==> config.mk <==
export PLATFORM = sky130hd
export DESIGN_NAME = tpre_clk_gen
export DESIGN_NICKNAME = d
export VERILOG_FILES = /design/src/rtl/tpre_pkg.sv /design/src/rtl/tpre_ctrl.sv /design/src/rtl/tpre_divider.sv /design/src/rtl/tpre_pin_sync.sv /design/src/rtl/tpre_src_mux.sv /design/src/rtl/tpre_clk_gen.sv
export SDC_FILE = /design/constraint.sdc
export NUM_CORES = 1
export LEC_CHECK = 0
export ABC_AREA = 1
export CAP_MARGIN = 20
export CORE_MARGIN = 4
export CORE_UTILIZATION = 45
export DETAILED_ROUTE_END_ITERATION = 10
export HOLD_SLACK_MARGIN = 0.03
export PLACE_DENSITY = 0.74
export SYNTH_ARGS = -nofsm -noshare
export SYNTH_HDL_FRONTEND = slang
export SYNTH_SLANG_ARGS = --single-unit
export TNS_END_PERCENT = 30
==> constraint.sdc <==
create_clock -name clk -period 1.6 [get_ports clk]
set_input_delay 0.24 -clock clk [delete_from_list [all_inputs] [get_ports clk]]
set_output_delay 0.24 -clock clk [all_outputs]
set_load 0.005 [all_outputs]
==> src/rtl/tpre_pkg.sv <==
`timescale 1ns/1ps
// Package: shared types and constants for the timer clock-enable generator.
// Assumes three-bit source selects and four divider taps.
package tpre_pkg;

    // Per-timer count source encoding
    typedef enum logic [2:0] {
        SRC_OFF      = 3'b000,
        SRC_CLK      = 3'b001,
        SRC_D8       = 3'b010,
        SRC_D64      = 3'b011,
        SRC_D256     = 3'b100,
        SRC_D1024    = 3'b101,
        SRC_EXT_FALL = 3'b110,
        SRC_EXT_RISE = 3'b111
    } src_sel_e;

    localparam int SEL_W    = 3;
    localparam int NUM_TAPS = 4;

    // Control register layout
    localparam int CTL_W    = 3;
    localparam int CB_MAIN  = 0;
    localparam int CB_AUX   = 1;
    localparam int CB_HOLD  = 2;

    // log2 of the division ratio for tap index idx
    function automatic int tap_log2(input int idx);
        case (idx)
            0:       return 3;
            1:       return 6;
            2:       return 8;
            default: return 10;
        endcase
    endfunction

endpackage

==> src/rtl/tpre_ctrl.sv <==
`timescale 1ns/1ps
// Module: tpre_ctrl
// Holds the hold bit and the two divider reset bits. Reset bits last a
// single cycle unless hold is set; writing hold to zero drops them at once.
// Assumes writes are single-cycle strobes in the clk domain.
module tpre_ctrl
    import tpre_pkg::*;
(
    input  logic             clk,
    input  logic             rst_n,
    input  logic             we,
    input  logic [CTL_W-1:0] wdata,
    output logic             hold_o,
    output logic             main_rst_o,
    output logic             aux_rst_o,
    output logic [CTL_W-1:0] rdata
);

    logic hold_q;
    logic main_q;
    logic aux_q;

    // Register update: write sets, hold keeps, otherwise self-clear
    always_ff @(posedge clk) begin
        if (!rst_n) begin
            hold_q <= 1'b0;
            main_q <= 1'b0;
            aux_q  <= 1'b0;
        end else if (we) begin
            hold_q <= wdata[CB_HOLD];
            main_q <= wdata[CB_MAIN] | (main_q & wdata[CB_HOLD]);
            aux_q  <= wdata[CB_AUX]  | (aux_q  & wdata[CB_HOLD]);
        end else if (!hold_q) begin
            main_q <= 1'b0;
            aux_q  <= 1'b0;
        end
    end

    // Read-back assembly
    always_comb begin
        rdata          = '0;
        rdata[CB_HOLD] = hold_q;
        rdata[CB_AUX]  = aux_q;
        rdata[CB_MAIN] = main_q;
    end

    assign hold_o     = hold_q;
    assign main_rst_o = main_q;
    assign aux_rst_o  = aux_q;

endmodule

==> src/rtl/tpre_divider.sv <==
`timescale 1ns/1ps
// Module: tpre_divider
// Free-running shared divider counter. Each tap pulses for one cycle when
// its low bits are all ones, i.e. on the cycle before they roll to zero.
// Assumes PRE_W is at least the widest tap.
module tpre_divider
    import tpre_pkg::*;
#(
    parameter int PRE_W = 10
)(
    input  logic                clk,
    input  logic                rst_n,
    input  logic                clr,
    output logic [NUM_TAPS-1:0] taps_o
);

    logic [PRE_W-1:0] cnt_q;

    // Counter: cleared by reset or divider reset, else increments
    always_ff @(posedge clk) begin
        if (!rst_n || clr) begin
            cnt_q <= '0;
        end else begin
            cnt_q <= cnt_q + 1'b1;
        end
    end

    // Tap decode per division ratio
    for (genvar g = 0; g < NUM_TAPS; g++) begin : g_tap
        localparam int TW = tap_log2(g);
        assign taps_o[g] = &cnt_q[TW-1:0];
    end

endmodule

==> src/rtl/tpre_pin_sync.sv <==
`timescale 1ns/1ps
// Module: tpre_pin_sync
// Brings an asynchronous pin into the clk domain through SYNC_STAGES flops,
// then registers single-cycle rise and fall pulses.
// Assumes each pin half period exceeds one clk cycle.
module tpre_pin_sync #(
    parameter int SYNC_STAGES = 2
)(
    input  logic clk,
    input  logic rst_n,
    input  logic pin,
    output logic rise_o,
    output logic fall_o
);

    logic [SYNC_STAGES:0] chain_q;
    logic                 rise_q;
    logic                 fall_q;

    // Synchroniser chain plus one history stage
    always_ff @(posedge clk) begin
        if (!rst_n) begin
            chain_q <= '0;
        end else begin
            chain_q <= {chain_q[SYNC_STAGES-1:0], pin};
        end
    end

    // Edge pulse registers
    always_ff @(posedge clk) begin
        if (!rst_n) begin
            rise_q <= 1'b0;
            fall_q <= 1'b0;
        end else begin
            rise_q <= chain_q[SYNC_STAGES-1] & ~chain_q[SYNC_STAGES];
            fall_q <= ~chain_q[SYNC_STAGES-1] & chain_q[SYNC_STAGES];
        end
    end

    assign rise_o = rise_q;
    assign fall_o = fall_q;

endmodule

==> src/rtl/tpre_src_mux.sv <==
`timescale 1ns/1ps
// Module: tpre_src_mux
// Picks one timer's count enable from the select code; halt blocks all.
// Assumes all inputs are already synchronous to clk.
module tpre_src_mux
    import tpre_pkg::*;
(
    input  logic [SEL_W-1:0]    sel,
    input  logic [NUM_TAPS-1:0] taps,
    input  logic                rise,
    input  logic                fall,
    input  logic                halt,
    output logic                en_o
);

    logic raw;

    // Source decode
    always_comb begin
        raw = 1'b0;
        case (src_sel_e'(sel))
            SRC_OFF:      raw = 1'b0;
            SRC_CLK:      raw = 1'b1;
            SRC_D8:       raw = taps[0];
            SRC_D64:      raw = taps[1];
            SRC_D256:     raw = taps[2];
            SRC_D1024:    raw = taps[3];
            SRC_EXT_FALL: raw = fall;
            SRC_EXT_RISE: raw = rise;
            default:      raw = 1'b0;
        endcase
    end

    assign en_o = raw & ~halt;

endmodule

==> src/rtl/tpre_clk_gen.sv <==
`timescale 1ns/1ps
// Module: tpre_clk_gen (top)
// Count-enable generator for NUM_TMR timers sharing one divider, with a
// hold bit that halts all timers and releases them together.
// Assumes ext_pin signals are slower than clk/2.5.
module tpre_clk_gen
    import tpre_pkg::*;
#(
    parameter int NUM_TMR     = 3,
    parameter int PRE_W       = 10,
    parameter int SYNC_STAGES = 2
)(
    input  logic                     clk,
    input  logic                     rst_n,
    input  logic                     ctl_we,
    input  logic [CTL_W-1:0]         ctl_wdata,
    output logic [CTL_W-1:0]         ctl_rdata,
    input  logic [NUM_TMR*SEL_W-1:0] clk_sel,
    input  logic [NUM_TMR-1:0]       ext_pin,
    output logic [NUM_TMR-1:0]       cnt_en,
    output logic                     aux_rst
);

    logic                hold;
    logic                main_rst;
    logic [NUM_TAPS-1:0] taps;

    tpre_ctrl u_ctrl (
        .clk        (clk),
        .rst_n      (rst_n),
        .we         (ctl_we),
        .wdata      (ctl_wdata),
        .hold_o     (hold),
        .main_rst_o (main_rst),
        .aux_rst_o  (aux_rst),
        .rdata      (ctl_rdata)
    );

    tpre_divider #(.PRE_W(PRE_W)) u_div (
        .clk    (clk),
        .rst_n  (rst_n),
        .clr    (main_rst),
        .taps_o (taps)
    );

    // One synchroniser and one selector per timer
    for (genvar t = 0; t < NUM_TMR; t++) begin : g_tmr
        logic rise;
        logic fall;

        tpre_pin_sync #(.SYNC_STAGES(SYNC_STAGES)) u_sync (
            .clk    (clk),
            .rst_n  (rst_n),
            .pin    (ext_pin[t]),
            .rise_o (rise),
            .fall_o (fall)
        );

        tpre_src_mux u_mux (
            .sel  (clk_sel[t*SEL_W +: SEL_W]),
            .taps (taps),
            .rise (rise),
            .fall (fall),
            .halt (main_rst),
            .en_o (cnt_en[t])
        );
    end

    // Hold alone never blocks; it only keeps reset bits set
    logic unused_hold;
    assign unused_hold = hold;

endmodule

After elaboration in Yosys (flattened, before gate mapping)

Cells that the tools add are included.

Flip-flop bits (word level): 28
Input bits: 18

$add $sub $neg: 1
Equal/unequal tests: 22
Multiplexer cells: 6
Bitwise logic cells: 20
Reductions and logical operators: 9

Operators by type and width:

| cell                    | number |
|---|---|
| $eq A3 B3 Y1 const B    | 12 |
| $pmux W1 S8             | 3 |
| $eq A3 B2 Y1 const B    | 6 |
| $and A1 B1 Y1           | 11 |
| $add A10 B1 Y10 const B | 1 |
| $reduce_and A10 Y1      | 1 |
| $eq A3 B1 Y1 const B    | 3 |
| $logic_not A3 Y1        | 3 |
| $reduce_and A8 Y1       | 1 |
| $not A1 Y1              | 7 |
| $reduce_and A6 Y1       | 1 |
| $mux W1                 | 3 |
| $reduce_and A3 Y1       | 1 |
| $ne A2 B2 Y1 const B    | 1 |
| $or A1 B1 Y1            | 2 |
| $logic_not A1 Y1        | 1 |
| $logic_or A1 B1 Y1      | 1 |

Depth between registers and ports, before layout

Gate-level depths: netlist of run 1.

Word-level depth: 3
Gate-level depth with buffers: 9
Mapped depth without buffers: 8

Cells and area by module

Synthesis of run 1 repeated with hierarchy kept, for this count alone.

Cell total of the unflattened synthesis: 176
Area, all modules: 1,247.4 µm²

By module, submodules not included:

| module        | instances | cells an instance | area each (µm²) | seq. area each (µm²) |
|---|---|---|---|---|
| tpre_divider  | 1         | 66                | 480.5           | 200.2 |
| tpre_pin_sync | 3         | 14                | 136.4           | 100.1 |
| tpre_src_mux  | 3         | 17                | 75.1            | 0.0 |
| tpre_ctrl     | 1         | 17                | 132.6           | 60.1 |

Worst setup path after synthesis of run 1

Ideal clock, no wire load.

Path kind: reg2out
Start point: register u_div.cnt_q[0]
End point: output port cnt_en[0]
Data arrival time: 1.271 ns
Required time: 1.360 ns
Path slack: 0.089 ns
Cell stages (with the launch flop): 9
Cells stage by stage: dfxtp_1 > ha_1 > nand2_1 > nor2_4 > nand2_2 > o21ai_2 > a21oi_1 > nor2_1 > buf_4

Word-level cells in the longest chain between the ends: 3
Elaborated cells between the ends (all ways): 6

Ends and longest elaborated chain:

| item                                             | line               | source |
|---|---|---|
| start: declaration                               | tpre_divider.sv:17 | `logic [PRE_W-1:0] cnt_q;` |
| start signal: assignment                         | tpre_divider.sv:24 | `cnt_q <= cnt_q + 1'b1;` |
| $reduce_and A10 Y1, or another cell as far along | tpre_divider.sv:31 | `assign taps_o[g] = &cnt_q[TW-1:0];` |
| $pmux W1 S8 (*)                                  | tpre_src_mux.sv:21 | `case (src_sel_e'(sel))` |
| $and A1 B1 Y1 (*)                                | tpre_src_mux.sv:34 | `assign en_o = raw & ~halt;` |
| end: declaration                                 | tpre_clk_gen.sv:20 | `output logic [NUM_TMR-1:0] cnt_en,` |

Mark *: on every way between the ends. The rest lies on a longest branch, timed or not.

Worst setup path in the final report of run 1

Start point: register u_div.cnt_q[1]
End point: output port cnt_en[0]

The elaborated chain is that of the path after synthesis.

==> out/results.ini, run 1 <==
[status]
outcome=finished with violations
violations=setup timing

[worst_setup_path]
cpLargestDelayFamily=simple AND/OR/NAND/NOR gates
crit_path_end_kind=output pin
cp.required_ps=1360
rrSetupSlack_ps=160
worstSetupStartpointType=register
criticalPathCategory=reg2out
path_cells=ha_4 > nand2_4 > nor2_4 > buf_6 > nand4_1 > nand3b_1 > nand2_1 > nor2_1 > buf_2
reg2reg_from=u_div.cnt_q[1]
path_buf_inv=2
regToRegEndpoint=u_div.cnt_q[8]
timing.critical_path.depth=9
critPathCapture=cnt_en[0]
crit_arrival_ps=1700
crit_path_top_delay_cell=dfxtp_2
worst_r2r_path_cells=8
crit_path_max_incr_delay_ps=380
timing.critical_path.from=u_div.cnt_q[1]
crit_fanout=3

[route]
detail_route.wl_per_cell_um=11.48
drt_first_iter_violations=75
firstDrtPassIters=4
detailroute.via_count=1218
drt_wl_total_mm=2.812
antenna_violating_nets_post_route=0
post-route-drc-count=0
route.detailed.vias_per_inst=4.971

[pwr]
design_power_total_mw=1.361
power_density_mw_per_mm2=792.0
power.share.clock_pct=33.4
internal_power_mw=1.066
combPwrFrac_pct=12.4
switching_power_uw=294.4
p_leak_nw=0.8336
seq_power_share_pct=54.2
netSwitchingFraction_pct=21.63
worst_ir_drop_vdd_uv=691.9

[synthesis]
synth_warnings=0
synthTopCellsByArea=dfxtp_1 44%, inv_1 8.3%, nand2_1 8.3%, nand3_1 7.5%, nor2_1 6.5%
syn-cell-area_mm2=0.001270
synthFlopType=dfxtp_1
ys_seq_elements=28
postSynthNetCount=195
synth-edff-count=0
synth.yosys.seq_area_share_pct=44.14
synth.distinct_cells=21
post_synth_most_frequent_cells=28 x dfxtp_1, 28 x inv_1, 28 x nand2_1
netlist.top_cell.by_area=dfxtp_1
synth-async-reset-ratio_pct=0
synthesis.instances=175
post-synth-top-area-fraction_pct=44.14
postSynthAreaPerCell_um2=7.257

[hold_path]
hp-class=reg2reg

[job]
cap_violations=0

[sta]
clock-skew-final_ps=2.819
postLayoutSetupSlackWorst_ps=-336.5
timing.final.crit_share_pct=121.0
rsz0062_at_grt=true
fin_crit_ps=1937
timing_hold_violations_final=0
maxClockFrequency_mhz=516.4
worst_slew_pin_slew_ps=236.4
setup_tns_ps=-881.0
final_max_slew_viol_count=0
hold_ws_ps=419.3
final-setup-viol-count=3
worst_slew_margin_rel_pct=84.12

[clocking]
cts_hold_repair.buffers=0
cts_sink_cnt=28
path_clk_slew_ps=140
clkLatencyLatePin_ps=330
largest_buffer_count_on_any_clock_path=2
tritoncts.num_buffers=3
clock_tree_from_tritoncts=done
htree_num_levels=1
clockRootBuffer=clkbuf_4

[grt]
top_usage_layer=met2
grt_max_degree=17
number_of_antenna_violations_at_the_first_check_in_global_routing=0
gr-total-overflow=0
grt.met3_usage_pct=2.516
gr-usage-met1_pct=18.16
gr-usage-met2_pct=30.36
grt_first_pass_wirelength_mm=4.609
groute.usage.overall_pct=16.50
vias_in_the_first_global_route=1169

[finish]
final_area_mm2=0.001718
post_layout_nonfiller_instances=245
finish.utilization_pct=62.84
drive_gt1_share_pct=19.16
n_antenna_cell=0
layout.nets=235
area.growth.synth_to_final_pct=35.27

[floorplan]
rows=19
top_level_ports=25
die-width_um=61.13
design.die.area_mm2=0.003736
die-height_um=61.13
coreArea_mm2=0.002734
initial_standard_cell_utilization_of_the_core_pct=46.45

[placement]
hpwl_after_dpl_mm=2.083
placed_area_mm2=0.001604
post_placement_cell_count=237
pre_cts_slack_ps=-480.9
port-buffer-count=24
globalplace.congestion=0.7754

per-layer routing:
| layer | share of wire (%) | vias to the layer above |
|---|---|---|
| met5 | 0 | - |
| li1 | - | 632 |
| met3 | 4.5 | 9 |
| met2 | 50 | 32 |
| met1 | 43 | 545 |
| met4 | 2.5 | 0 |
area by class of cell:
| class | count | area [um^2] |
|---|---|---|
| Clock inverter | 1 | 30.03 |
| Tap cell | 31 | 38.79 |
| Sequential cell | 28 | 563.0 |
| Inverter | 31 | 116.4 |
| Clock buffer | 3 | 22.52 |
| Timing Repair Buffer | 42 | 371.6 |
| Fill cell | 239 | 1016 |
| Multi-Input combinational cell | 109 | 575.6 |
cells by family (layout without fill, tap and decap cells):
kind of cell,Yosys count,count (layout),share of synthesized area [%]
compound gates,15,15,6.404
buf+inv,38,77,13.10
flops,28,28,44.14
simple gates,91,91,33.69
xor+xnor,1,1,0.6898
fa+ha+maj,2,2,1.970
worst min-delay path by stage:
stage	start	to	slack [ps]	cells after the start
floorplan	ext_pin[0]	g_tmr[0].u_sync.chain_q[0]	340	2
global placement	g_tmr[2].u_sync.chain_q[1]	g_tmr[2].u_sync.fall_o	390	1
detailed placement	g_tmr[1].u_sync.chain_q[0]	g_tmr[1].u_sync.chain_q[1]	390	2
CTS	ext_pin[1]	g_tmr[1].u_sync.chain_q[0]	420	3
global route	ext_pin[1]	g_tmr[1].u_sync.chain_q[0]	420	3
finish	g_tmr[2].u_sync.chain_q[2]	g_tmr[2].u_sync.rise_o	420	1
cells in the final DEF, fill, tap and decap left out, drive strengths merged:
cell / Yosys / layout
a21oi: 7 / 7
and2: 2 / 2
buf: 7 / 21
bufinv: 0 / 1
clkbuf: 0 / 3
clkdlybuf4s50: 0 / 21
dfxtp: 28 / 28
ha: 2 / 2
inv: 31 / 31
nand2: 30 / 30
nand3: 19 / 19
nand3b: 1 / 1
nand4: 9 / 9
nor2: 27 / 27
nor3: 3 / 3
o21a: 1 / 1
o21ai: 7 / 7
xnor2: 1 / 1
state kept, by name, summed over array words and instances (netlist names):
register and cells:
u_ctrl.hold_o 1, u_div.cnt_q 10, g_tmr.u_sync.fall_o 3, g_tmr.u_sync.rise_o 3
u_ctrl.aux_rst_o 1, g_tmr.u_sync.chain_q 9, u_ctrl.main_rst_o 1
power groups by stage:
stage               combinational [mW]  sequential [mW]  clock (mW)
finish                           0.169            0.737       0.455
global route                     0.187            0.741       0.496
CTS                              0.166            0.737       0.468
detailed placement               0.167            0.748           0
global placement                 0.159            0.747           0
floorplan                       0.0749            0.749           0
worst register-to-register path, stage by stage (launching register included):
cell,delay (ps)
dfxtp_2,380
ha_4,160
nand2_4,70
nor2_4,170
buf_6,140
nand2_4,50
buf_4,140
o21ai_0,180
a21oi_1,60
timing repair:
| item | in CTS | in global routing |
|---|---|---|
| resized for setup | 24 | 0 |
| setup endpoints to repair | 3 | 3 |
| pin swaps | 8 | 1 |
| setup buffers | 4 | 0 |
(Power assumes the default switching activity.)
==> run 2, diff against run 1 <==
--- a/config.mk
+++ b/config.mk
@@ -12,6 +12,7 @@
 export DETAILED_ROUTE_END_ITERATION = 10
 export HOLD_SLACK_MARGIN = 0.03
 export PLACE_DENSITY = 0.74
+export SLEW_MARGIN = 20
 export SYNTH_ARGS = -nofsm -noshare
 export SYNTH_HDL_FRONTEND = slang
 export SYNTH_SLANG_ARGS = --single-unit
==> results of run 2 <==
Final layout, timing and power as in run 1 (identical DEF).
